===== src/rtl/bios_rom_guard.sv =====
module bios_rom_guard #(
  parameter logic [31:0] SMM_ENTER_WORD = 32'h0005_0002,
  parameter logic [31:0] SMM_EXIT_WORD  = 32'h0006_0002
) (
  input  logic        clk,
  input  logic        rst_n,
  input  logic        cfg_we,
  input  logic [1:0]  cfg_addr,
  input  logic [31:0] cfg_wdata,
  output logic [31:0] cfg_rdata,
  input  logic        sc_valid,
  input  logic [31:0] sc_data,
  input  logic        acc_valid,
  input  logic        acc_write,
  input  logic [31:0] acc_addr,
  input  logic        acc_is_bios,
  input  logic        rom_wr_en,
  output logic        acc_allow,
  output logic        decode_wr_ok
);

  logic [15:0][3:0] sec_q;
  logic [3:0]       rest_q;
  logic             glk_q;
  logic             smm_q;

  function automatic logic [3:0] merge(input logic [3:0] cur, input logic [3:0] nw, input logic smm);
    logic [3:0] r;
    r[3:2] = cur[3:2] | nw[3:2];
    r[1:0] = (!cur[3] && (!cur[2] || smm)) ? nw[1:0] : cur[1:0];
    return r;
  endfunction

  assign decode_wr_ok = !glk_q || smm_q;
  wire   reg_wr = cfg_we && decode_wr_ok;

  always_ff @(posedge clk or negedge rst_n) begin
    if (!rst_n) begin
      sec_q  <= '0;
      rest_q <= '0;
      glk_q  <= 1'b0;
      smm_q  <= 1'b0;
    end else begin
      if (sc_valid && sc_data == SMM_ENTER_WORD) smm_q <= 1'b1;
      else if (sc_valid && sc_data == SMM_EXIT_WORD) smm_q <= 1'b0;
      if (reg_wr) begin
        case (cfg_addr)
          2'd0: for (int i = 0; i < 8; i++) sec_q[i] <= merge(sec_q[i], cfg_wdata[4*i +: 4], smm_q);
          2'd1: for (int i = 0; i < 8; i++) sec_q[8+i] <= merge(sec_q[8+i], cfg_wdata[4*i +: 4], smm_q);
          2'd2: begin
            rest_q <= merge(rest_q, cfg_wdata[3:0], smm_q);
            glk_q  <= glk_q | cfg_wdata[4];
          end
          default: ;
        endcase
      end
    end
  end

  always_comb begin
    case (cfg_addr)
      2'd0:    cfg_rdata = sec_q[7:0];
      2'd1:    cfg_rdata = sec_q[15:8];
      2'd2:    cfg_rdata = {27'd0, glk_q, rest_q};
      default: cfg_rdata = '0;
    endcase
  end

  wire       in_low  = acc_addr[31:18] == 14'h0003;
  wire       in_top  = in_low || acc_addr[31:20] == 12'hFFF;
  wire       in_rest = acc_addr[31:22] == 10'h3FF && acc_addr[21:20] != 2'b11;
  wire [3:0] sec_ix  = in_low ? {2'b11, acc_addr[17:16]} : acc_addr[19:16];
  wire [3:0] fld     = in_top ? sec_q[sec_ix] : (in_rest ? rest_q : 4'd0);
  wire       ok      = !acc_is_bios || (acc_write ? (!fld[1] && rom_wr_en) : !fld[0]);
  assign acc_allow = acc_valid && ok;

  logic [31:0] rw_bits, frz_mask;
  logic [15:0] stk_bits;
  always_comb begin
    for (int i = 0; i < 16; i++) begin
      rw_bits[2*i +: 2]  = sec_q[i][1:0];
      frz_mask[2*i +: 2] = {2{sec_q[i][3]}};
      stk_bits[i]        = sec_q[i][3] | sec_q[i][2];
    end
  end


  smm_enter_chk: assert property (@(posedge clk) disable iff (!rst_n)
    sc_valid && sc_data == SMM_ENTER_WORD |=> smm_q);


  sticky_hold_chk: assert property (@(posedge clk) disable iff (!rst_n)
    (($past(stk_bits) & ~stk_bits) == 16'd0) && !($past(glk_q) && !glk_q));


  frozen_rw_chk: assert property (@(posedge clk) disable iff (!rst_n)
    ((rw_bits ^ $past(rw_bits)) & $past(frz_mask)) == 32'd0);


  glock_drop_chk: assert property (@(posedge clk) disable iff (!rst_n)
    glk_q && !smm_q |=> $stable(sec_q) && $stable(rest_q));


  nonbios_pass_chk: assert property (@(posedge clk) disable iff (!rst_n)
    acc_valid && !acc_is_bios |-> acc_allow);


  idle_deny_chk: assert property (@(posedge clk) disable iff (!rst_n)
    !acc_valid |-> !acc_allow);

endmodule


===== config.mk =====
export PLATFORM = sky130hd
export DESIGN_NAME = bios_rom_guard
export DESIGN_NICKNAME = d
export VERILOG_FILES = /design/src/rtl/bios_rom_guard.sv
export SDC_FILE = /design/constraint.sdc
export NUM_CORES = 1
export LEC_CHECK = 0
export BUFFER_PORTS_ARGS = -buffer_cell sky130_fd_sc_hd__buf_2
export CORE_AREA = 5 5 97 99
export DETAILED_ROUTE_END_ITERATION = 12
export DIE_AREA = 0 0 102 104
export GPL_ROUTABILITY_DRIVEN = 0
export PLACE_DENSITY = 0.7
export RECOVER_POWER = 100
export SETUP_SLACK_MARGIN = 0.3
export SYNTH_ARGS = -nofsm -noshare
export SYNTH_HDL_FRONTEND = slang
export SYNTH_SLANG_ARGS = --single-unit

===== constraint.sdc =====
create_clock -name clk -period 5.1 [get_ports clk]
set_input_delay 1.02 -clock clk [delete_from_list [all_inputs] [get_ports clk]]
set_output_delay 1.02 -clock clk [all_outputs]
set_load 0.01 [all_outputs]

==> results.yml, run 1 <==
outcome:
  status: "finished, violations left"
  violations: "max-capacitance violations, max-slew violations"
sta:
  worstMarginPinSlew_ns: 1.71
  hold_violations: 0
  layout_min_cycle_time_ns: 3.72
  timing.final.ws_setup_ns: 1.38
  slew_headroom: -0.142
  fmax_ghz: 0.268
  setup_viol: 0
  skew_ns: 0.0126
  slew_viol_final: 71
  post-route-period-util: 0.730
  tns_ns: 0
  holdWs_ns: 0.481
  rsz0062_at_grt: "no"
critical_path:
  worstPathRequired_ns: 4.08
  worstPathArrival_ns: 2.70
  crit_path_start_kind: "input port"
  critical_path_class: "input port to output port"
  crit_path_max_incr_delay_ns: 0.67
  cp-end-kind: "output port"
  crit_path_cell_trace: "clkbuf_1, mux4_1, mux2i_1, and2_1, o31ai_1, o2111ai_1, buf_2"
  slowest_stage: "mux4_1"
  worstPathMaxFanout: 8
logic_synthesis:
  synth_nets: 420
  ys_seq_area_frac: 0.477
  synth_seq_cells: 70
  synth_flop_cell: "dfrtp_1"
  ys_types: 42
  syn_area_mm2: 0.00367
  avgSynthCellArea_um2: 11.7
  synth_cells: 314
  ys_warn_count: 0
  async_flop_share: 1.00
  synth_edf_count: 0
final_layout:
  fill_cells: 790
  final_cell_count_no_fill: 547
  finalNetCount: 540
  num_antenna_cells: 0
  final_design_area_no_fill_mm2: 0.00449
  multi_input_area_mm2: 0.00180
  final_layout_size_suffix_gt1_frac: 0.323
  seq_area_mm2: 0.00175
  fin_util: 0.531
  area_delta_synth_final_pct: 22.3
pwr:
  power.total_mw: 1.61
  leakage_nw: 2.01
  ir_worst_vdd_mv: 0.137
  power.density_mw_per_mm2: 359
routing:
  num_vias: 2912
  drt_iter0_drc: 106
  drtAntennaViolNets: 0
  drc: 0
  routedWlPerCell_um: 16.8
  wl_um: 9180
  via_per_inst: 5.32
  first_pass_iters: 4
floorplan:
  core-area_mm2: 0.00847
  dieArea_mm2: 0.0106
  pin_count: 140
  die_w_um: 102
  rows: 34
  start_util: 0.434
  dieHeight_um: 104
grt:
  antenna_found_initial: 0
  grt_pass1_wl_um: 14600
  grt_max_degree: 71
  grt_usage: 0.176
  grt_pass1_vias: 2963
  overflow: 0
clock_network:
  clockBufferDepth: 2
  worstSkewPairLatency_ns: 0.35
  cts_resized: 0
  clockRootBuffer: "clkbuf_8"
  cts_inserted_buffers: 9
  path_clk_slew_ns: 0.07
  cts_hold_buf: 0
  cts.sinks: 70
  post_cts_buffers: 0
  cts_tree: "done"
  clock_tree.htree_level_count: 3
place:
  dp_slack_ns: 1.52
  placed_area_mm2: 0.00435
  io_buffer_count: 123
  dp_hpwl_um: 6960
  dpl.cell_count: 531
run:
  maxCapViolCount: 1
min_path:
  hold_path.class: "register to register"
==> where the power goes <==
| part | internal [mW] | leakage (nW) | switching, mW |
|---|---|---|---|
| Clock | 0.288 | 0.110 | 0.198 |
| Combinational | 0.208 | 1.17 | 0.160 |
| Sequential | 0.671 | 0.732 | 0.0905 |
| Total | 1.17 | 2.01 | 0.448 |
==> layout make-up <==
cell class	count	share of cell area
Multi-Input combinational cell	226	0.401
Inverter	2	0.00167
Clock inverter	4	0.0156
Clock buffer	12	0.0323
Tap cell	108	0.0301
Sequential cell	70	0.390
Timing Repair Buffer	125	0.129
==> routing by layer <==
layer | part of all wire | GRT usage | vias to the layer above
met2 | 0.48 | 0.268 | 76
met4 | 0.018 | 0.0553 | 0
met3 | 0.049 | 0.0449 | 14
met1 | 0.45 | 0.245 | 1420
met5 | 0 | 0 | -
li1 | - | - | 1402
==> flip-flops by register name, summed over array words and instances, names as in the netlist <==
signal / count
rest_q: 4
sec_q: 16
smm_q: 1
glk_q: 1
rw_bits: 32
frz_mask: 16
==> kinds of logic after synthesis <==
group | count (synthesis) | share of synthesized area
and+or+nand+nor | 83 | 0.116
muxes | 76 | 0.258
DFF | 70 | 0.477
AOI/OAI and AO/OA | 67 | 0.122
buffers and inverters | 18 | 0.0272
==> cell usage in the layout, fill, tap and decap left out, types with 2 or more instances in the layout <==
cell type  Yosys  final
bufinv_16      0      2
a21o_1        35     35
dfrtp_1       70     70
nand2_1       22     25
nor2b_1        2      2
a21oi_1       18     18
mux4_2         2      2
mux2_1         0      3
mux4_1         6      6
nor4_1         7      7
clkbuf_8       0     10
nor4b_1        2      2
mux2i_1       34     34
nand4_1        4      4
clkbuf_1       4     37
buf_2          7     89
a31oi_1        2      2
and2_1         2      2
o21ai_0        5      5
clkinv_2       0      2
nor3_1         2      2
nor2_1        29     29
mux2_2        28     28
mux2_4         6      3
==> final timing paths <==
kind | from | endpoint | slack (ns) | depth (start not counted)
worst max-delay path | acc_addr[16] | acc_allow | 1.38 | 7
worst min-delay path | frz_mask[2] | frz_mask[2] | 0.48 | 1
worst max register to register | glk_q | rw_bits[13] | 3.00 | 5
worst min register to register | frz_mask[2] | frz_mask[2] | 0.48 | 1
max in group asynchronous | rst_n | sec_q[14] | 2.87 | 2
min in group asynchronous | rst_n | rw_bits[29] | 1.20 | 2
==> cells in the mapped netlist, types with 2 or more instances <==
cell type  instances  share of area
mux2_4             6          0.025
mux2i_1           34          0.093
nand2_1           22          0.022
mux4_2             2          0.012
clkbuf_1           4         0.0041
a31oi_1            2         0.0034
o21ai_0            5         0.0068
nor4_1             7          0.012
a21o_1            35          0.072
a21oi_1           18          0.025
nor3_1             2         0.0027
dfrtp_1           70           0.48
mux2_2            28          0.086
nand4_1            4         0.0068
buf_6              2         0.0061
buf_4              2         0.0041
nand2_2            4         0.0068
and2_1             2         0.0034
nor2b_1            2         0.0034
mux4_1             6          0.043
nor4b_1            2         0.0048
buf_2              7         0.0095
nor2_1            29          0.030
==> critical path, delay by kind of cell <==
kind                   cells  cell delay, ns
AO/OA/AOI/OAI              2            0.17
multiplexers               2            0.83
AND/OR/NAND/NOR            1            0.13
buffers and inverters      2            0.54
No activity file was read; power rests on OpenSTA's default activity.
==> inputs of run 2 (changes only) <==
--- a/config.mk
+++ b/config.mk
@@ -5,12 +5,13 @@
 export SDC_FILE = /design/constraint.sdc
 export NUM_CORES = 1
 export LEC_CHECK = 0
+export ABC_AREA = 1
 export BUFFER_PORTS_ARGS = -buffer_cell sky130_fd_sc_hd__buf_2
 export CORE_AREA = 5 5 97 99
 export DETAILED_ROUTE_END_ITERATION = 12
 export DIE_AREA = 0 0 102 104
 export GPL_ROUTABILITY_DRIVEN = 0
-export PLACE_DENSITY = 0.7
+export PLACE_DENSITY = 0.72
 export RECOVER_POWER = 100
 export SETUP_SLACK_MARGIN = 0.3
 export SYNTH_ARGS = -nofsm -noshare
==> constraint.sdc (replaced) <==
create_clock -name clk -period 3.4 [get_ports clk]
set_input_delay 0.68 -clock clk [delete_from_list [all_inputs] [get_ports clk]]
set_output_delay 0.68 -clock clk [all_outputs]
set_load 0.01 [all_outputs]
==> run 2 against run 1 <==
The flow still finishes with violations (max-capacitance violations, max-slew violations). Via count increased by 22%. Clock power is 29% higher. Cell count grew 26%. Sequential power is 9.5% higher. Non-clock buffer count grew 1. Critical endpoint is now cfg_rdata[12]. Largest cell class is now flip-flops and latches.
==> results.yml, run 2 <==
clock_network:
  cts.sinks: 70
  post_cts_buffers: 0
  cts_resized: 0
  clock_tree.htree_level_count: 3
  cts_tree: "done"
  cts_inserted_buffers: 9
  path_clk_slew_ns: 0.07
  worstSkewPairLatency_ns: 0.34
  clockRootBuffer: "clkbuf_8"
  clockBufferDepth: 2
  cts_hold_buf: 0
sta:
  tns_ns: 0
  layout_min_cycle_time_ns: 2.96
  hold_violations: 0
  skew_ns: 0.00703
  worstMarginPinSlew_ns: 1.67
  post-route-period-util: 0.870
  slew_viol_final: 71
  fmax_ghz: 0.338
  slew_headroom: -0.116
  setup_viol: 0
  holdWs_ns: 0.477
  rsz0062_at_grt: "no"
floorplan:
  rows: 34
  dieHeight_um: 104
  pin_count: 140
  start_util: 0.428
  core-area_mm2: 0.00847
  dieArea_mm2: 0.0106
  die_w_um: 102
logic_synthesis:
  synth.top_cell.area_share: 0.483
  synth-compound-area-share: 0.200
  synth_nets: 559
  ys_warn_count: 0
  synthAdderAreaFrac: 0
  synth.area.mux_share: 0
  ys_top_cells_by_area: "dfrtp_1, nand2_1, inv_1"
  synthSimpleGateAreaFrac: 0.201
  avgSynthCellArea_um2: 8.00
  async_flop_share: 1.00
  yosys.area_share.xor_xnor: 0
  synth_edf_count: 0
  ys_types: 31
  syn_area_mm2: 0.00362
  synth_seq_cells: 70
  ys_seq_area_frac: 0.483
  synth_cells: 453
  ys_top_cells_by_count: "nand2_1, inv_1, dfrtp_1, o21ai_0, nand3_1"
  synth.most_common_cell: "nand2_1"
  synth_top_family_by_area: "simple AND/OR/NAND/NOR gates"
  synth_flop_cell: "dfrtp_1"
  yosysTopAreaCell: "dfrtp_1"
min_path:
  hold_path.class: "register to register"
  whs_path_depth: 2
  hold_end: "frz_mask[6]"
  hold_start: "frz_mask[6]"
routing:
  num_vias: 3550
  routedWlPerCell_um: 14.4
  first_pass_iters: 5
  wl_um: 9870
  drc: 0
  via_per_inst: 5.17
  drt_iter0_drc: 164
  drtAntennaViolNets: 0
critical_path:
  crit_path_start_kind: "input port"
  rr_worst_depth: 6
  r2r-start: "smm_q"
  worst-r2r-setup-slack_ns: 0.85
  critical_path_class: "input port to output port"
  cp-end-kind: "output port"
  worstPathMaxFanout: 8
  worstPathArrival_ns: 2.28
  worstPathRequired_ns: 2.72
  rr_endpoint: "sec_q[18]"
place:
  dp_hpwl_um: 7520
  dpl.cell_count: 674
  io_buffer_count: 123
pwr:
  power.density_mw_per_mm2: 370
  ir_worst_vdd_mv: 0.177
  leakage_nw: 2.26
final_layout:
  final_cell_mix: "nand2_1, buf_2, inv_1, dfrtp_1, o21ai_0"
  largest_reg_flops: 32
  area_delta_synth_final_pct: 21.3
  final_layout_size_suffix_gt1_frac: 0.192
  finalNetCount: 683
  final_cell_count_no_fill: 687
  num_antenna_cells: 0
  final_common_cell: "nand2_1"
grt:
  grt_max_degree: 71
  grt_usage: 0.192
  antenna_found_initial: 0
  grt_pass1_vias: 3507
  grt_pass1_wl_um: 16300
  overflow: 0
outcome:
  status: "finished, violations left"
  violations: "max-capacitance violations, max-slew violations"
run:
  maxCapViolCount: 1
## run 2: cell types whose count changed in the layout (fill, tap and decap cells not counted), moves of 32 or more
| cell | before | now |
|---|---|---|
| inv_1 | 1 | 86 |
| a21o_1 | 35 | 0 |
| mux2i_1 | 34 | 0 |
| o21ai_0 | 5 | 64 |
| nand2_1 | 25 | 96 |
| nand3_1 | 1 | 33 |
## run 2: how the worst max path moves through the flow
stage / from / endpoint / slack, ns
2_1_floorplan: acc_addr[16] / acc_allow / 1.08
5_1_grt: cfg_addr[0] / cfg_rdata[3] / 0.31
3_3_place_gp: acc_addr[16] / acc_allow / 0.74
4_1_cts: acc_addr[16] / acc_allow / 0.70
3_5_place_dp: acc_addr[16] / acc_allow / 0.71
6_report: cfg_addr[0] / cfg_rdata[12] / 0.44
## run 2: kinds of logic (layout without fill, tap and decap cells)
kind of cell,Yosys count,after routing
AOI/OAI and AO/OA,121,121
DFF,70,70
buffers and inverters,102,228
and+or+nand+nor,160,160
## run 2: report_power, final
group	switching, mW	total, mW	internal (mW)	leakage [nW]
clock network	0.282	0.628	0.346	0.0911
logic	0.101	0.166	0.0654	1.36
registers	0.00000000252	0.833	0.833	0.806
## run 2: area by class of cell
type / count / area, µm²
Inverter: 89 / 337
Tap cell: 108 / 135
Fill cell: 840 / 4070
Sequential cell: 70 / 1750
Timing Repair Buffer: 126 / 594
Clock buffer: 11 / 141
Multi-Input combinational cell: 281 / 1400
Clock inverter: 2 / 35.0
## run 2: worst max-delay path: stages
cell and delay [ns]:
buf_2 0.10, inv_1 0.07, nor2_1 0.60, clkbuf_1 0.43
a22o_1 0.22, clkbuf_1 0.18
## run 2: stage by stage
| step | cell area (µm²) | util | total power, mW | setup slack (ns) |
|---|---|---|---|---|
| floorplan | 3620 | - | 0.922 | 1.08 |
| global placement | 4330 | 0.511 | 1.02 | 0.743 |
| detailed placement | 4330 | 0.511 | 1.03 | 0.709 |
| CTS | 4500 | 0.532 | 1.65 | 0.700 |
| global route | 4400 | 0.520 | 1.70 | 0.313 |
| finish | 4400 | 0.520 | 1.63 | 0.441 |
## run 2: layer usage
layer / track usage / wire length, µm / vias up
li1: - / - / 1751
met1: 0.260 / 4220 / 1637
met2: 0.296 / 4540 / 150
met3: 0.0456 / 947 / 12
met4: 0.0703 / 164 / 0
met5: 0 / 0 / -
